--- src/rtl/evo_stall_trigger.sv ---
module evo_stall_trigger #(
  parameter int FIT_W       = 16,
  parameter int FIT_MAX     = 1000,
  parameter int STALL_LIMIT = 300,
  localparam int CNT_W      = $clog2(STALL_LIMIT + 1)
) (
  input  logic             clk,
  input  logic             rst_n,
  input  logic             start,
  input  logic             gen_vld,
  input  logic [FIT_W-1:0] best_fit,
  output logic             repair_go,
  output logic [1:0]       reason,
  output logic             done,
  output logic [CNT_W-1:0] stall_cnt
);

  localparam int TH = (FIT_MAX * 95 + 99) / 100;
  localparam logic [FIT_W-1:0] TH_V  = TH[FIT_W-1:0];
  localparam logic [CNT_W-1:0] LIM_V = STALL_LIMIT[CNT_W-1:0];
  localparam logic [CNT_W-1:0] SAT_V = {CNT_W{1'b1}};

  typedef enum logic [1:0] {ST_IDLE, ST_RUN, ST_DONE} st_t;

  st_t              st;
  logic [FIT_W-1:0] prev_fit;
  logic             have_prev;
  logic [CNT_W-1:0] sg;
  logic [1:0]       why;
  logic             go;

  logic             running;
  logic             eval;
  logic             hit_th;
  logic             same;
  logic [CNT_W-1:0] sg_nxt;
  logic             stalled;

  assign running = (st == ST_RUN);
  assign eval    = running && gen_vld && !start;
  assign hit_th  = best_fit >= TH_V;
  assign same    = have_prev && (best_fit == prev_fit);
  assign sg_nxt  = !same ? '0 : (sg == SAT_V) ? sg : sg + 1'b1;
  assign stalled = sg_nxt >= LIM_V;

  always_ff @(posedge clk or negedge rst_n) begin
    if (!rst_n) begin
      st        <= ST_IDLE;
      prev_fit  <= '0;
      have_prev <= 1'b0;
      sg        <= '0;
      why       <= 2'b00;
      go        <= 1'b0;
    end else begin
      go <= 1'b0;
      if (start) begin
        st        <= ST_RUN;
        sg        <= '0;
        have_prev <= 1'b0;
        why       <= 2'b00;
      end else if (eval) begin
        if (hit_th) begin
          go  <= 1'b1;
          why <= 2'b01;
          st  <= ST_DONE;
        end else begin
          sg        <= sg_nxt;
          prev_fit  <= best_fit;
          have_prev <= 1'b1;
          if (stalled) begin
            go  <= 1'b1;
            why <= 2'b10;
            st  <= ST_DONE;
          end
        end
      end
    end
  end

  assign repair_go = go;
  assign reason    = why;
  assign done      = (st == ST_DONE);
  assign stall_cnt = sg;

endmodule

--- config.mk ---
export PLATFORM = sky130hd
export DESIGN_NAME = evo_stall_trigger
export DESIGN_NICKNAME = d
export VERILOG_FILES = /design/src/rtl/evo_stall_trigger.sv
export SDC_FILE = /design/constraint.sdc
export NUM_CORES = 1
export LEC_CHECK = 0
export BUFFER_PORTS_ARGS = -buffer_cell sky130_fd_sc_hd__buf_2
export CAP_MARGIN = 30
export CORE_UTILIZATION = 35
export CTS_CLUSTER_DIAMETER = 200
export DETAILED_ROUTE_END_ITERATION = 6
export HOLD_SLACK_MARGIN = 0.05
export PLACE_DENSITY_LB_ADDON = 0.25
export SYNTH_ARGS = -nofsm -noshare
export SYNTH_HDL_FRONTEND = slang
export SYNTH_SLANG_ARGS = --single-unit
--- constraint.sdc ---
create_clock -name clk -period 1.75 [get_ports clk]
set_input_delay 0.175 -clock clk [delete_from_list [all_inputs] [get_ports clk]]
set_output_delay 0.175 -clock clk [all_outputs]
set_load 0.05 [all_outputs]
==> reports/metrics.yaml, run 1 <==
status:
  status: "finished, violations left"
  violations: "setup timing"
floorplanning:
  num_rows: 24
  die_w_um: 71.6
  start_util: 0.377
  dieArea_um2: 5130
  ios: 33
  coreArea_um2: 4500
  die_h_um: 71.6
global_route:
  grt_use_total: 0.184
  grt_pass1_vias: 1569
  grt_max_degree: 32
  antenna_found_initial: 0
  grt_pass1_wl_mm: 7.20
  overflow: 0
cts:
  clock_sinks: 31
  cts_tree: "done"
  clk_latency_ps: 280
  root_buffer: "clkbuf_8"
  clkTransAtPathRegs_ps: 70
  cts_buffers: 5
  cts_max_level: 2
  clockBufferDepth: 2
timing:
  hold_violations: 0
  min_period_ps: 1870
  fmax_mhz: 536
  rsz0062_at_grt: "true"
  slew_headroom: 0.503
  finalCritPeriodShare: 1.07
  report.final.slew_viol_count: 0
  tightest_slew_ps: 745
  worst_slack_ps: -117
  setup_viol: 9
  clock_skew_ps: 3.93
yosys:
  synth_area_um2: 1700
  netlist_instances: 189
  syn_area_per_cell_um2: 8.98
  async_reset_ff_frac: 1.00
  synth_compound_area_frac: 0.145
  yosys.area_share.simple: 0.263
  yosysTopAreaCellShare: 0.457
  synth_top_family_by_area: "simple AND/OR/NAND/NOR gates"
  synth_xor_area_frac: 0.0826
  synth_nets: 210
  yosys_warnings: 0
  synth_top_cell_by_area: "dfrtp_1"
  netlist-cell-type-count: 39
  ys.flop_type: "dfrtp_1"
  synthAdderAreaFrac: 0.00737
  ys_ff_latch: 31
  synthMuxAreaShare: 0.0125
  yosysSeqAreaShare: 0.457
  synth_area_leaders: "dfrtp_1, nand2_1, xor2_1"
  synth_edf_count: 0
place:
  io_buffers: 32
  hpwlAfterDp_mm: 2.82
  gp_congestion: 0.827
routing:
  wirelength_mm: 4.14
  drt_pass1_iterations: 4
  routed_via_density: 5.17
  ant_nets: 0
  wl_per_cell_um: 13.7
  drt_iter0_drc: 78
  vias: 1565
  drc: 0
setup_path:
  r2r-end: "st[1]"
  crit_end: "st[1]"
  cp.arrival_ps: 2030
  worstSetupStartpointType: "register"
  r2r-start: "stall_cnt[1]"
  end_kind: "register"
  startpoint: "stall_cnt[1]"
  path_class: "reg -> reg"
  worstPathRequired_ps: 1910
  critical_path_peak_fanout: 5
  r2r_setup_slack_ps: -120
  reg2regPathDepth: 6
pwr:
  p_per_area_nw_per_um2: 671
  vdd_drop_max_mv: 0.456
  power_mw: 1.57
  leakagePower_nw: 1.17
final_layout:
  fin_nets: 271
  synthToLayoutAreaGrowth_pct: 38.0
  insertedDiodeCount: 0
  fin_util: 0.520
  layout_common_cells: "nand2_1, buf_2, dfrtp_1, buf_4"
  layout_commonest_cell: "nand2_1"
  layout-drive-gt1-share: 0.378
job:
  drv_cap: 0
hold_path:
  hold_path.class: "in -> reg"
## cell families (layout without fill, tap and decap cells)
kind of cell    count (synthesis)  count (layout)
compound gates                 35              35
xor+xnor                       16              16
fa+ha+maj                       1               1
buf+inv                        12              74
flops                          31              31
mux                             2               2
simple gates                   92              92
## sequential cells by signal, indices dropped and copies added (netlist names)
signal / flops
prev_fit: 16
stall_cnt: 9
reason: 2
st: 2
have_prev: 1
repair_go: 1
## Yosys cell counts, drive strengths merged, types with 2 or more instances
cell type / number
nand2: 37
dfrtp: 31
a21oi: 18
nor2: 16
xor2: 15
nand3: 9
and2: 7
inv: 6
and3: 5
nor4: 4
buf: 3
clkbuf: 3
nand4: 3
nor3: 3
nor3b: 3
o21ai: 3
a211oi: 2
a41oi: 2
nor2b: 2
or2: 2
## worst min path at each step
stage | from | end | slack [ps] | cells after the start
floorplan | rst_n | have_prev | -120 | 0
global placement | rst_n | stall_cnt[4] | 280 | 1
detailed placement | rst_n | stall_cnt[4] | 280 | 1
CTS | best_fit[0] | prev_fit[0] | 110 | 3
global route | best_fit[0] | prev_fit[0] | 120 | 3
finish | best_fit[0] | prev_fit[0] | 120 | 3
## cell type report
type | count | area [um^2]
clock buffer | 8 | 100
fill | 432 | 2160
inverter | 6 | 22.5
multi-input combinational | 146 | 987
sequential | 31 | 782
tap | 52 | 65.1
timing repair buffer | 60 | 384
## per-stage QoR
stage          cell area, um^2  worst slack (ps)  setup TNS (ps)  hold WS (ps)  instances
2_1_floorplan             1740              -221            -913          -121        189
3_3_place_gp              2110              -151           -1320           280        290
3_5_place_dp              2110              -190           -1760           275        290
4_1_cts                   2290              -119            -601           107        302
5_1_grt                   2340              -218           -2260           124        303
6_report                  2340              -117            -519           117        303
## metal layers
metal	share of wire	wire, um	vias up	track usage
met5	0	0	-	0
met4	0.0058	24	0	0.0632
met3	0.042	172	2	0.0577
met2	0.47	1950	46	0.288
met1	0.48	2000	740	0.241
li1	-	-	777	-
## report_power, final
part           total (mW)  switching, mW  leakage (nW)  internal [mW]
Combinational       0.194          0.116         0.700         0.0787
Sequential          0.753         0.0135         0.416          0.739
Clock               0.624          0.265        0.0515          0.359
Total                1.57          0.394          1.17           1.18
## worst max-delay path, cell delays in order (launching register included)
cell and delay (ps):
dfrtp_2 430, and2_4 170, mux2_4 290, a221o_1 300, a32o_2 290, a211oi_2 180, nor3_1 80
## repair_timing
item | CTS | global route
endpoints found under the setup margin | 14 | 14
buffers inserted | 3 | 1
hold endpoints to repair | 31 | 0
resized for setup | 12 | 7
hold buffers | 1 | 0
pin swaps | 13 | 3
gates cloned | 0 | 0
(Power assumes the default switching activity.)
==> inputs of run 2 (changes only) <==
Settings changed: SKIP_LAST_GASP set to 1.
==> run 2 against run 1 <==
The run still ends with setup timing left. Sequential share of layout area stayed put. Fmax is 0.13% higher. Design area stayed put. Non-clock buffer count stayed put. Core utilization stayed put. Worst setup slack better by 2.4 ps. First-iteration DRC count is 7.7% lower. Critical path type unchanged. Highest routed layer unchanged.
==> reports/metrics.yaml, run 2 (synthesized netlist as in run 1, its figures left out) <==
timing:
  worst_slack_ps: -115  # +2.40 ps
  finalCritPeriodShare: 1.07  # -0.00137
  clock_skew_ps: 3.93  # +0.0000600 ps
  setup_viol: 9  # unchanged
  report.final.slew_viol_count: 0  # unchanged
  rsz0062_at_grt: "true"
  min_period_ps: 1860  # -2.40 ps
  hold_ws_ps: 117  # -0.0610 ps
  hold_violations: 0  # unchanged
  tightest_slew_ps: 744  # -1.28 ps
  slew_headroom: 0.504  # +0.000854
  fmax_mhz: 536  # +0.13%
final_layout:
  layout_common_cells: "nand2_1, buf_2, dfrtp_1, buf_4"
  layout_commonest_cell: "nand2_1"
  synthToLayoutAreaGrowth_pct: 38.0  # unchanged
  layout-drive-gt1-share: 0.378  # unchanged
  largest_register_ff_count: 16  # unchanged
  insertedDiodeCount: 0  # unchanged
  stdcell_count: 303  # unchanged
  fin_nets: 271  # unchanged
  multi_input_area_um2: 987  # unchanged
  regArea_um2: 782  # unchanged
  regMostFlops: "prev_fit"
  fill_cells: 432  # unchanged
setup_path:
  crit_end: "st[1]"
  startpoint: "stall_cnt[1]"
  r2r-end: "st[1]"
  r2r_setup_slack_ps: -110  # about the same
  worstSetupStartpointType: "register"
  end_kind: "register"
  path_class: "reg -> reg"
  worstPathRequired_ps: 1910  # about the same
  r2r-start: "stall_cnt[1]"
  cp.arrival_ps: 2020  # about the same
  critical_path_peak_fanout: 5  # unchanged
  reg2regPathDepth: 6  # unchanged
routing:
  wirelength_mm: 4.15  # +0.22%
  ant_nets: 0  # unchanged
  vias: 1572  # +0.45%
  routed_via_density: 5.19  # +0.45%
  drt_pass1_iterations: 4  # unchanged
  drc: 0  # unchanged
  wl_per_cell_um: 13.7  # +0.22%
  drt_iter0_drc: 72  # -7.7%
pwr:
  vdd_drop_max_mv: 0.455  # -0.23%
  p_per_area_nw_per_um2: 670  # about the same
  power_mw: 1.57  # about the same
  leakagePower_nw: 1.17  # unchanged
place:
  io_buffers: 32  # unchanged
  placed_cells: 290  # unchanged
  place_ws_ps: -190  # unchanged
  gp_congestion: 0.827  # unchanged
  hpwlAfterDp_mm: 2.82  # unchanged
status:
  violations: "setup timing"
  status: "finished, violations left"
global_route:
  grt_use_total: 0.184  # unchanged
  grt_pass1_vias: 1567  # -0.13%
  overflow: 0  # unchanged
  grt_max_degree: 32  # unchanged
  grt_util_met2: 0.288  # unchanged
  grt-busiest-layer: "met2"
  grt_use_met3: 0.0577  # unchanged
  met1_usage: 0.241  # unchanged
  antenna_found_initial: 0  # unchanged
  grt_pass1_wl_mm: 7.20  # unchanged
hold_path:
  hold_path.class: "in -> reg"
cts:
  clk_latency_ps: 280  # about the same
  clock_sinks: 31  # unchanged
  root_buffer: "clkbuf_8"
  cts_max_level: 2  # unchanged
  cts_buffers: 5  # unchanged
  clockBufferDepth: 2  # unchanged
  cts_tree: "done"
  clkTransAtPathRegs_ps: 70  # about the same
floorplanning:
  dieArea_um2: 5130  # unchanged
  ios: 33  # unchanged
  num_rows: 24  # unchanged
  die_w_um: 71.6  # unchanged
  coreArea_um2: 4500  # unchanged
  start_util: 0.377  # unchanged
  die_h_um: 71.6  # unchanged
job:
  drv_cap: 0  # unchanged
## run 2: cell counts in the layout (fill, tap and decap cells not counted)
No cell type changed its count.
## run 2: how the worst min path moves through the flow
stage                start           end  depth (start not counted)
2_1_floorplan        rst_n     have_prev                          0
3_3_place_gp         rst_n  stall_cnt[4]                          1
3_5_place_dp         rst_n  stall_cnt[4]                          1
4_1_cts        best_fit[0]   prev_fit[0]                          3
5_1_grt        best_fit[0]   prev_fit[0]                          3
6_report       best_fit[0]   prev_fit[0]                          3
## run 2: what timing repair did
action | in CTS | in global routing
gates cloned | 0 | 0
resized for setup | 12 | 7
endpoints found under the setup margin | 14 | 14
hold endpoints to repair | 31 | 0
hold buffers | 1 | 0
pin swaps | 12 | 3
buffers inserted | 3 | 1
## run 2: routing by layer
layer	routed length [um]	part of all wire
met1	2000	0.48
met2	1950	0.47
met3	181	0.044
met4	24	0.0058
met5	0	0
## run 2: critical path, cell delays in order (launching register included)
cell and delay (ps):
dfrtp_2 430, and2_4 170, mux2_4 290, a221o_1 300, a32o_2 290, a211oi_2 180, nor3_1 80
## run 2: through the flow
step | TNS [ps] | instance area (um^2) | utilization
global route | -2270 | 2340 | 0.520
detailed placement | -1760 | 2110 | 0.468
finish | -513 | 2340 | 0.520
CTS | -609 | 2290 | 0.509
global placement | -1320 | 2110 | 0.468
floorplan | -913 | 1740 | -
## run 2: cell type report
type | count | area share
multi-input combinational | 146 | 0.422
sequential | 31 | 0.334
timing repair buffer | 60 | 0.164
clock buffer | 8 | 0.0428
tap | 52 | 0.0278
inverter | 6 | 0.00962
## run 2: power by group
part | switching (mW) | internal [mW] | leakage, nW
Clock | 0.264 | 0.359 | 0.0515
Combinational | 0.116 | 0.0787 | 0.700
Sequential | 0.0135 | 0.739 | 0.416
Total | 0.393 | 1.18 | 1.17
==> inputs of run 3 (changes only) <==
Settings changed: CELL_PAD_IN_SITES_DETAIL_PLACEMENT set to 0, CELL_PAD_IN_SITES_GLOBAL_PLACEMENT set to 1.
==> run 3 against run 2 <==
The run still ends with setup timing left. Sequential power about the same. Largest cell class unchanged. Critical path depth unchanged. Combinational power decreased by 3%. Global-route usage increased by 0.11 points. Count of clock-buffer cells in the layout unchanged.
==> reports/metrics.yaml, run 3 (synthesized netlist as in run 1, its figures left out) <==
pwr:
  clkPwrFrac: 0.393  # -0.004
  p_sw_mw: 0.379  # -3.6%
  leakagePower_nw: 1.20  # +2.5%
  power_frac_comb: 0.122  # -0.002
  intPower_mw: 1.17  # -0.22%
  seq_power_share: 0.485  # +0.006
  power_mw: 1.55  # -1.1%
  p_per_area_nw_per_um2: 642  # -4.2%
  vdd_drop_max_mv: 0.431  # -5.2%
  p_sw_frac: 0.244  # -0.00651
timing:
  rsz0062_at_grt: "true"
  report.final.slew_viol_count: 0  # unchanged
  clock_skew_ps: 3.48  # -0.447 ps
  worst_slack_ps: -103  # +11.8 ps
  setup_viol: 12  # +3
  fmax_mhz: 540  # +0.64%
  finalCritPeriodShare: 1.06  # -0.00674
  setup_tns_ps: -596  # -82.3 ps
  min_period_ps: 1850  # -11.8 ps
  tightest_slew_ps: 729  # -15.2 ps
  hold_ws_ps: 121  # +4.54 ps
  slew_headroom: 0.514  # +0.0101
  hold_violations: 0  # unchanged
floorplanning:
  die_h_um: 71.6  # unchanged
  coreArea_um2: 4500  # unchanged
  ios: 33  # unchanged
  dieArea_um2: 5130  # unchanged
  num_rows: 24  # unchanged
  die_w_um: 71.6  # unchanged
  start_util: 0.377  # unchanged
global_route:
  grt_max_degree: 32  # unchanged
  overflow: 0  # unchanged
  grt_use_total: 0.185  # +0.00109
  grt_pass1_wl_mm: 7.40  # +2.9%
  grt_pass1_vias: 1648  # +5.2%
  antenna_found_initial: 0  # unchanged
job:
  drv_cap: 0  # unchanged
hold_path:
  min-delay-start: "best_fit[0]"
  hold_path.class: "in -> reg"
cts:
  clk_latency_ps: 280  # about the same
  clock_sinks: 31  # unchanged
  root_buffer: "clkbuf_8"
  clkTransAtPathRegs_ps: 60  # about the same
  clockBufferDepth: 2  # unchanged
  cts_buffers: 5  # unchanged
  cts_max_level: 2  # unchanged
  cts_tree: "done"
place:
  gp_congestion: 0.774  # -6.4%
  place_ws_ps: -243  # -54.0 ps
  io_buffers: 32  # unchanged
  placed_area_um2: 2140  # +1.4%
  hpwlAfterDp_mm: 3.03  # +7.5%
  placed_cells: 294  # +1.4%
setup_path:
  worstPathRequired_ps: 1910  # about the same
  cp.arrival_ps: 2010  # about the same
  path_class: "reg -> reg"
  critical_path_peak_fanout: 5  # unchanged
  startpoint: "stall_cnt[1]"
  worstSetupStartpointType: "register"
  end_kind: "register"
  r2r-start: "stall_cnt[1]"
routing:
  drc: 0  # unchanged
  ant_nets: 0  # unchanged
  drt_pass1_iterations: 4  # unchanged
  routed_via_density: 5.11  # -1.6%
  wl_per_cell_um: 13.8  # +0.56%
  wirelength_mm: 4.25  # +2.2%
  drt_iter0_drc: 39  # -46%
  vias: 1573  # +0.064%
final_layout:
  layout_commonest_cell: "nand2_1"
  layout_common_cells: "nand2_1, buf_2, buf_4, dfrtp_1, nor2_1"
  synthToLayoutAreaGrowth_pct: 42.6
  regMostFlops: "prev_fit"
  final_area_um2: 2420  # +3.3%
  fin_util: 0.537  # +0.0172
  insertedDiodeCount: 0  # unchanged
  largest_register_ff_count: 16  # unchanged
  fin_nets: 276  # +1.8%
  stdcell_count: 308  # +1.7%
  layout-drive-gt1-share: 0.426  # +0.0473
status:
  violations: "setup timing"
  status: "finished, violations left"
run 3: cell count changes in the layout (fill, tap and decap cells not counted), sizes merged:
cell  before  now
buf       59   64
run 3: path summary, 6_finish.rpt:
check	endpoint	slack (ps)	depth (start not counted)
setup reg to reg	st[1]	-100	6
min in group asynchronous	stall_cnt[4]	500	2
max in group asynchronous	stall_cnt[1]	750	2
hold reg to reg	prev_fit[0]	490	2
setup / recovery	st[1]	-100	6
hold / removal	prev_fit[0]	120	3
run 3: power groups by stage:
stage / Combinational, mW / Sequential (mW) / Clock, mW
after floorplan: 0.0770 / 0.780 / 0
after global placement: 0.178 / 0.766 / 0
after detailed placement: 0.178 / 0.766 / 0
after CTS: 0.189 / 0.752 / 0.639
after global routing: 0.210 / 0.754 / 0.674
final: 0.190 / 0.752 / 0.610
run 3: layer usage:
layer	track usage	vias up	share of wire
li1	-	786	-
met1	0.223	754	0.45
met2	0.318	28	0.50
met3	0.0492	5	0.031
met4	0.0675	0	0.014
met5	0	-	0
run 3: layout make-up:
cell class	instances	area (um^2)
Multi-Input combinational cell	146	1020
Sequential cell	31	782
Fill cell	424	2090
Tap cell	52	65.1
Timing Repair Buffer	65	425
Inverter	6	22.5
Clock buffer	8	100
run 3: critical path, stage by stage, from the launching register on:
cell and delay [ps]:
dfrtp_2 430, and2_4 170, mux2_4 290, a221o_1 290, a32o_2 300, a211oi_2 180
nor3_1 70
run 3: timing repair:
action | 4_1_cts | 5_1_grt
hold buffers | 1 | 0
gates resized for setup | 22 | 7
endpoints found under the hold margin | 31 | 0
cloned | 1 | 0
buffers inserted | 3 | 1
setup endpoints to repair | 14 | 14
pin swaps | 24 | 5
